--- src/rtl/rotpri_intc.sv ---
module rotpri_intc #(
  parameter bit IS_MASTER    = 1'b1,
  parameter int CASCADE_LINE = 2
) (
  input  logic       clk,
  input  logic       rst_n,
  input  logic       wr_en,
  input  logic       addr_sel,
  input  logic [7:0] wr_data,
  input  logic       trig_wr,
  input  logic [7:0] trig_wdata,
  input  logic [7:0] irq_in,
  input  logic       ack,
  output logic [7:0] ack_vec,
  output logic       int_out
);

  localparam logic [7:0] TRIG_MASK = IS_MASTER ? 8'hF8 : 8'hDE;
  localparam logic [7:0] CASC_BIT  = 8'h01 << CASCADE_LINE;

  typedef enum logic [1:0] {S_IDLE, S_BASE, S_CASC, S_MODE} init_t;

  function automatic logic [3:0] rank(input logic [7:0] m, input logic [2:0] r);
    logic [3:0] p;
    p = 4'd8;
    for (int k = 7; k >= 0; k--)
      if (m[3'(int'(r) + k)]) p = 4'(k);
    return p;
  endfunction

  init_t      st;
  logic [7:0] irr, imr, isr, elcr, last_lvl;
  logic [2:0] rot;
  logic [4:0] base_hi;
  logic       single, init4, aeoi, sfnm;

  logic       cmd_wr, dat_wr, is_init, is_ocw2, take;
  logic [7:0] pend, isr_cmp, eoi_clr, ack_set, clr_edge, irr_nxt;
  logic [3:0] p_req, p_cmp, p_svc;
  logic [2:0] win, top_svc, lvl, rot_nxt;

  assign cmd_wr  = wr_en & ~addr_sel;
  assign dat_wr  = wr_en & addr_sel;
  assign is_init = cmd_wr & wr_data[4];
  assign is_ocw2 = cmd_wr & ~wr_data[4] & ~wr_data[3];
  assign lvl     = wr_data[2:0];

  assign pend    = irr & ~imr;
  assign isr_cmp = (sfnm && IS_MASTER) ? (isr & ~CASC_BIT) : isr;
  assign p_req   = rank(pend, rot);
  assign p_cmp   = rank(isr_cmp, rot);
  assign p_svc   = rank(isr, rot);
  assign int_out = p_req < p_cmp;
  assign win     = p_req[2:0] + rot;
  assign top_svc = p_svc[2:0] + rot;

  assign take     = ack & int_out;
  assign ack_vec  = {base_hi, take ? win : 3'd7};
  assign clr_edge = take ? (8'h01 << win) : 8'h00;
  assign ack_set  = (take && !aeoi) ? (8'h01 << win) : 8'h00;
  assign irr_nxt  = (elcr & irq_in) | (~elcr & ((irr & ~clr_edge) | (irq_in & ~last_lvl)));

  always_comb begin
    eoi_clr = 8'h00;
    rot_nxt = rot;
    if (is_ocw2) begin
      case (wr_data[7:5])
        3'b001: if (!p_svc[3]) eoi_clr = 8'h01 << top_svc;
        3'b101: if (!p_svc[3]) begin
          eoi_clr = 8'h01 << top_svc;
          rot_nxt = top_svc + 3'd1;
        end
        3'b011: eoi_clr = 8'h01 << lvl;
        3'b111: begin
          eoi_clr = 8'h01 << lvl;
          rot_nxt = lvl + 3'd1;
        end
        3'b110: rot_nxt = lvl + 3'd1;
        default: ;
      endcase
    end
  end

  always_ff @(posedge clk or negedge rst_n) begin
    if (!rst_n) begin
      st <= S_IDLE;
      irr <= '0; imr <= '0; isr <= '0; elcr <= '0; last_lvl <= '0;
      rot <= '0; base_hi <= '0;
      single <= 1'b0; init4 <= 1'b0; aeoi <= 1'b0; sfnm <= 1'b0;
    end else if (is_init) begin
      st <= S_BASE;
      irr <= '0; imr <= '0; isr <= '0; elcr <= '0; last_lvl <= '0;
      rot <= '0; base_hi <= '0;
      aeoi <= 1'b0; sfnm <= 1'b0;
      single <= wr_data[1];
      init4  <= wr_data[0];
    end else begin
      last_lvl <= irq_in;
      irr <= irr_nxt;
      isr <= (isr & ~eoi_clr) | ack_set;
      rot <= rot_nxt;
      if (trig_wr) elcr <= trig_wdata & TRIG_MASK;
      if (dat_wr) begin
        case (st)
          S_IDLE: imr <= wr_data;
          S_BASE: begin
            base_hi <= wr_data[7:3];
            st <= single ? (init4 ? S_MODE : S_IDLE) : S_CASC;
          end
          S_CASC: st <= init4 ? S_MODE : S_IDLE;
          S_MODE: begin
            aeoi <= wr_data[1];
            sfnm <= wr_data[4];
            st   <= S_IDLE;
          end
          default: st <= S_IDLE;
        endcase
      end
    end
  end


  init_quiet_chk: assert property (@(posedge clk) disable iff (!rst_n)
    is_init |=> !int_out);


  mask_load_chk: assert property (@(posedge clk) disable iff (!rst_n)
    (dat_wr && st == S_IDLE) |=> imr == $past(wr_data));


  out_needs_pend_chk: assert property (@(posedge clk) disable iff (!rst_n)
    int_out |-> (irr & ~imr) != 8'h00);


  ack_service_chk: assert property (@(posedge clk) disable iff (!rst_n)
    (ack && int_out && !aeoi && !is_init) |=> isr != 8'h00);


  set_prio_chk: assert property (@(posedge clk) disable iff (!rst_n)
    (cmd_wr && wr_data[7:3] == 5'b11000) |=> rot == 3'($past(wr_data[2:0]) + 3'd1));

endmodule

--- config.mk ---
export PLATFORM = sky130hd
export DESIGN_NAME = rotpri_intc
export DESIGN_NICKNAME = d
export VERILOG_FILES = /design/src/rtl/rotpri_intc.sv
export SDC_FILE = /design/constraint.sdc
export NUM_CORES = 1
export LEC_CHECK = 0
export ABC_AREA = 1
export BUFFER_PORTS_ARGS = -buffer_cell sky130_fd_sc_hd__buf_2
export CORE_ASPECT_RATIO = 1.2
export CORE_MARGIN = 2
export CORE_UTILIZATION = 55
export CTS_BUF_LIST = sky130_fd_sc_hd__clkbuf_8 sky130_fd_sc_hd__clkbuf_16
export CTS_CLUSTER_DIAMETER = 120
export CTS_CLUSTER_SIZE = 12
export DETAILED_ROUTE_END_ITERATION = 8
export GPL_TIMING_DRIVEN = 0
export PLACE_DENSITY = 0.73
export SLEW_MARGIN = 20
export SYNTH_ARGS = -nofsm -noshare
export SYNTH_HDL_FRONTEND = slang
export SYNTH_SLANG_ARGS = --single-unit
--- constraint.sdc ---
create_clock -name clk -period 8 [get_ports clk]
set_input_delay 1.6 -clock clk [delete_from_list [all_inputs] [get_ports clk]]
set_output_delay 1.6 -clock clk [all_outputs]
set_load 0.01 [all_outputs]
==> results of run 1 <==
-- Yosys cell counts, types with 2 or more instances --
cell        n
a21boi_0    3
a21boi_1    3
a21oi_1    11
a31oi_1     9
buf_4       2
buf_6       4
clkbuf_1    4
clkinv_1    2
dfrtp_1    51
fa_1        2
ha_1        8
inv_1      68
inv_2       6
nand2_1   152
nand3_1    64
nand3_2     2
nand4_1     5
nor2_1     56
nor2_2      2
nor3_1      2
o21a_1      2
o21ai_0    36
o21ai_1    14
o21bai_1    4
o22ai_1    11
or2_2       3
xor2_1      2
-- sequential cells by signal (all words and copies together), names as in the netlist --
name      count
imr           8
irr           8
isr           8
last_lvl      8
base_hi       5
elcr          5
rot           3
st            2
aeoi          1
init4         1
sfnm          1
single        1
-- cells by family (layout without fill, tap and decap cells) --
group           Yosys count  in the layout  share of synthesized area (%)
simple gates            293            293                           34.3
compound gates           97             97                           15.2
buf+inv                  89            131                           10.1
flops                    51             51                           34.3
fa+ha+maj                10             10                           3.77
xor+xnor                  6              6                           2.32
-- final cells by class --
class	count	share of cell area (%)
plain buffers	12	2.04
clock buffers	5	1.67
clock inverters	2	0.912
inverters	77	7.08
multi-input cells	406	50.4
flip-flops and latches	51	31.0
well taps	85	2.58
repair buffers	35	4.32
-- routing by layer --
| metal | global-route usage (%) | vias to the layer above | wire [um] |
|---|---|---|---|
| met5 | 0 | - | 0 |
| met4 | 8.76 | 0 | 263 |
| met3 | 1.54 | 20 | 374 |
| met2 | 49.2 | 120 | 4720 |
| met1 | 33.6 | 1677 | 4010 |
| li1 | - | 1860 | - |
-- stage by stage --
| stage | hold slack (ps) | setup slack (ps) | instance area [sq um] |
|---|---|---|---|
| floorplan | 453 | 3290 | 3720 |
| global placement | 465 | 2770 | 4000 |
| detailed placement | 475 | 2670 | 4000 |
| CTS | 498 | 2340 | 4110 |
| global route | 528 | 2010 | 4120 |
| finish | 495 | 2330 | 4120 |
-- worst min-delay path by stage --
stage               depth (start not counted)                   start                      to
floorplan                                   2        aeoi$_DFFE_PN0P_        aeoi$_DFFE_PN0P_
global placement                            2  base_hi[4]$_DFFE_PN0P_  base_hi[4]$_DFFE_PN0P_
detailed placement                          2  base_hi[2]$_DFFE_PN0P_  base_hi[2]$_DFFE_PN0P_
CTS                                         2  base_hi[2]$_DFFE_PN0P_  base_hi[2]$_DFFE_PN0P_
global route                                2  base_hi[2]$_DFFE_PN0P_  base_hi[2]$_DFFE_PN0P_
finish                                      2      imr[5]$_DFFE_PN0P_      imr[5]$_DFFE_PN0P_
-- worst reg2reg max path: cells and delay by family, from the launching register on --
family	cells	cell delay (ps)
XOR/XNOR	1	160
AND/OR/NAND/NOR	8	1100
AO/OA/AOI/OAI	6	820
flip-flops	1	500
adder cells (fa/ha/maj)	3	810
buffers and inverters	7	980
==> impl_metrics.toml, run 1 <==
[cts]
cts_resized = 0
clk_latency_ps = 300
clk_path_buf_depth = 2
clk_pin_slew_ps = 90
cts_buffers = 5
cts_sinks = 51
tritoncts = "yes"
cts_htree_levels = 2
cts_hold_buffers = 0
cts_setup_buffers = 0
cts_root_buffer = "clkbuf_8"

[die]
dieHeight_um = 94.1
dieArea_sq_mm = 0.00744
rows = 32
pin_count = 39
die_w_um = 79.1
fp.coreArea_sq_mm = 0.00649
initial_core_util_pct = 57.3

[global_route]
grt_pass1_wl_um = 15700
track_usage_pct = 26.9
grt_max_degree = 52
overflow = 0
grt_antenna_before_repair = 0
grt_pass1_vias = 3406

[critical_path]
worst_r2r_startpoint = "rot[0]$_DFFE_PN0P_"
max_stage_delay_ps = 500
cp-start-kind = "flop"
endpoint_kind = "output pin"
path_depth = 19
cp_data_required_time_ps = 6400
cp-endpoint = "ack_vec[1]"
cp_max_fo = 10
critPathTopFamily = "buffers and inverters"
critPathLaunch = "rot[0]$_DFFE_PN0P_"
worstSetupPathType = "reg2out"
path_cells = "buf_6 -> inv_4 -> buf_6 -> ha_1 -> buf_2 -> clkinv_1 -> nand2_1 -> nand2_1 -> o21ai_0 -> nand2_1 -> nor2_1 -> nand4_1 -> ha_1 -> a21oi_1 -> a21boi_2 -> nand2_2 -> inv_1 -> nand2_1 -> buf_2"
worstPathArrival_ps = 4070
reg2reg_to = "isr[2]$_DFF_PN0_"
cp_common_cell = "nand2_1"
worst-path-buf-inv = 7
ff2ff_setup_slack_ps = 3530
r2r_cells = 25
crit_slowest_cell = "dfrtp_1"

[placed_design]
globalplace.congestion = 0.926
detailed_place_hpwl_um = 7550
dp_cells = 666
io_buffer_count = 35

[sta]
fin_tns_setup_ps = 0
relSlewSlack_pct = 57.3
tightest_slew_ps = 640
max_freq_mhz = 176
hold_viol_final = 0
post-route-min-period_ps = 5670
final-setup-viol-count = 0
final_max_slew_viol_count = 0
period_share_pct = 70.9
rsz0062_at_grt = "no"
fin_skew_ps = 5.75

[synthesis]
synth_edf_count = 0
synth_largest_area_cell = "dfrtp_1"
syn_inst = 546
seq_area_frac_synth_pct = 34.3
postSynthAreaPerCell_sq_um = 6.81
yosys_warnings = 0
synth_area_leaders = "dfrtp_1 34%, nand2_1 15%, nand3_1 8.6%, inv_1 6.9%, nor2_1 5.7%"
synth_nets = 586
ys.flop_type = "dfrtp_1"
ys_ff_latch = 51
synth_top_area_share_pct = 34.3
yosys.cell_types.count = 45
synthArstFlopShare_pct = 100
synth_area_sq_mm = 0.00372

[layout]
num-nets-final = 628
area_delta_synth_final_pct = 10.6
fin_util_pct = 63.4
instances_no_fill = 673
final_common_cell = "nand2_1"
layout_common_cells = "152 x nand2_1, 68 x inv_1, 64 x nand3_1"
fillerInstances = 620
seq_area_sq_mm = 0.00128
multi_input_area_sq_mm = 0.00207
final_layout_size_suffix_gt1_share_pct = 13.1
antenna_cells = 0

[drt]
drtIter0Drc = 250
routed_wirelength_um = 9370
via_per_inst = 5.46
drt_first_pass_iters = 5
wire_per_inst_um = 13.9
postRouteAntennaNets = 0
drc = 0
dr_total_vias = 3677

[outcome]
status = "completed"

[run]
cap_viol_max_count = 0

[min_path]
min_path_type = "reg2reg"
Power of run 1 is not shown: default switching activity piles up to over one toggle a cycle in this logic, so the estimate is an artifact.
==> inputs of run 2 (changes only) <==
- ABC_AREA: 1 -> 0
- CORE_UTILIZATION: 55 -> 54
- PLACE_DENSITY: 0.73 -> 0.75
- clock period: 8 -> 5.2 ns (I/O delays scaled with it)
==> impl_metrics.toml, run 2 <==
[layout]
antenna_cells = 0
final_common_cell = "nand2_1"
final_area_sq_mm = 0.00430
num-nets-final = 504
layout_common_cells = "52 x nand2_1, 50 x dfrtp_1, 33 x buf_2"
final_layout_size_suffix_gt1_share_pct = 20.3
area_delta_synth_final_pct = 14.2
instances_no_fill = 551

[die]
dieHeight_um = 95.5
fp.coreArea_sq_mm = 0.00681
pin_count = 39
rows = 33
initial_core_util_pct = 55.3
dieArea_sq_mm = 0.00767
die_w_um = 80.3

[global_route]
grt_pass1_wl_um = 15800
grt_antenna_before_repair = 0
overflow = 0
grt_max_degree = 27
grt_pass1_vias = 3325
track_usage_pct = 26.6

[synthesis]
synth_area_sq_mm = 0.00377
ys.flop_type = "dfrtp_1"
ys_ff_latch = 51
synth-compound-area-share_pct = 19.5
synthMuxAreaShare_pct = 15.4
synth-simple-area-share_pct = 21.0
synth_top_family_by_area = "simple AND/OR/NAND/NOR gates"
yosys.cell_types.count = 62
synth_area_leaders = "dfrtp_1 34%, mux4_2 9.6%, nand2_1 5.4%, o21ai_0 4.1%, mux2i_1 3.5%"
synth-adder-area-share_pct = 3.72
synth_nets = 457
synth_largest_area_cell = "dfrtp_1"
synthTopCellsByCount = "54 x nand2_1, 51 x dfrtp_1, 31 x o21ai_0"
yosys_warnings = 0
synth_most_common_cell = "nand2_1"
synth_xor_area_share_pct = 2.09
synth_edf_count = 0
synthArstFlopShare_pct = 100
postSynthAreaPerCell_sq_um = 9.04
synth_top_area_share_pct = 33.9
seq_area_frac_synth_pct = 33.9
syn_inst = 417

[sta]
fin_tns_setup_ps = 0
final-setup-viol-count = 0
period_share_pct = 95.4
post-route-min-period_ps = 4960
max_freq_mhz = 202
worst_slack_ps = 238
final_max_slew_viol_count = 0
fin_skew_ps = 7.29
tightest_slew_ps = 713
hold_viol_final = 0
relSlewSlack_pct = 52.3

[drt]
drc = 0
drt_first_pass_iters = 4
routed_wirelength_um = 9490
dr_total_vias = 3364
via_per_inst = 6.11
wire_per_inst_um = 17.2
postRouteAntennaNets = 0
drtIter0Drc = 164

[cts]
clk_latency_ps = 310
cts_root_buffer = "clkbuf_8"
clk_pin_slew_ps = 90
clk_path_buf_depth = 2
cts_htree_levels = 2
tritoncts = "yes"
cts_buffers = 5
cts_sinks = 51

[placed_design]
dp_cells = 537
place_ws_ps = -261
globalplace.congestion = 0.958
post_dp_cell_area_sq_mm = 0.00406
detailed_place_hpwl_um = 7350
io_buffer_count = 32

[min_path]
min_path_type = "reg2reg"

[critical_path]
worstSetupPathType = "reg2out"
cp_data_required_time_ps = 4160
cp_max_fo = 10
endpoint_kind = "output pin"
worstPathArrival_ps = 3920
cp-start-kind = "flop"

[outcome]
status = "completed"

[run]
cap_viol_max_count = 0
## run 2: stage by stage
step / hold WS, ps / util (%)
6_report: 487 / 63.2
5_1_grt: 513 / 63.2
4_1_cts: 489 / 61.9
3_5_place_dp: 468 / 59.6
3_3_place_gp: 462 / 59.3
2_1_floorplan: 440 / -
## run 2: worst max-delay path: stages, from the launching register on
cell	delay (ps)
dfrtp_1	430
buf_6	180
inv_2	100
ha_1	340
clkbuf_4	230
nand2b_1	130
a22oi_1	80
o21a_1	190
mux2i_1	200
nand2b_1	130
nand2b_1	160
a31o_2	250
ha_1	190
nor2_1	100
o211ai_1	290
a211oi_4	400
inv_1	60
buf_2	140
## run 2: path summary, 6_finish.rpt
path                       slack [ps]  cells after the start                  to               start
min in group asynchronous         730                      1  imr[5]$_DFFE_PN0P_               rst_n
max in group asynchronous        3910                      2  rot[0]$_DFFE_PN0P_               rst_n
min                               490                      2  imr[3]$_DFFE_PN0P_  imr[3]$_DFFE_PN0P_
min reg2reg                       490                      2  imr[3]$_DFFE_PN0P_  imr[3]$_DFFE_PN0P_
max reg2reg                      1090                     18    isr[0]$_DFF_PN0_  rot[1]$_DFFE_PN0P_
max                               240                     17          ack_vec[1]  rot[1]$_DFFE_PN0P_
## run 2: kinds of logic after synthesis
family	count (synthesis)
adder cells (fa/ha/maj)	10
buffers and inverters	42
XOR/XNOR	9
multiplexers	37
flip-flops	51
AND/OR/NAND/NOR	158
AO/OA/AOI/OAI	110
## run 2: repair_timing
item / CTS / global route
hold endpoints to repair: 0 / 0
endpoints found under the setup margin: 4 / 4
buffers inserted: 1 / 6
pin swaps: 1 / 2
resized for setup: 9 / 9
hold buffers: 0 / 0
## run 2: cell type report
class / count / area, sq um
clock inverter: 2 / 37.5
inverter: 26 / 97.6
clock buffer: 5 / 68.8
sequential: 51 / 1280
tap: 87 / 109
fill: 580 / 2510
buffer: 16 / 80.1
multi-input combinational: 324 / 2400
timing repair buffer: 40 / 233
## run 2: per-layer routing
layer	vias up	GRT usage, %	part of all wire, %
met1	1652	34.5	42
met4	0	8.62	1.9
met2	78	47.1	52
met5	-	0	0
met3	16	2.46	3.9
li1	1618	-	-
Power of run 2 is left out for the same reason.
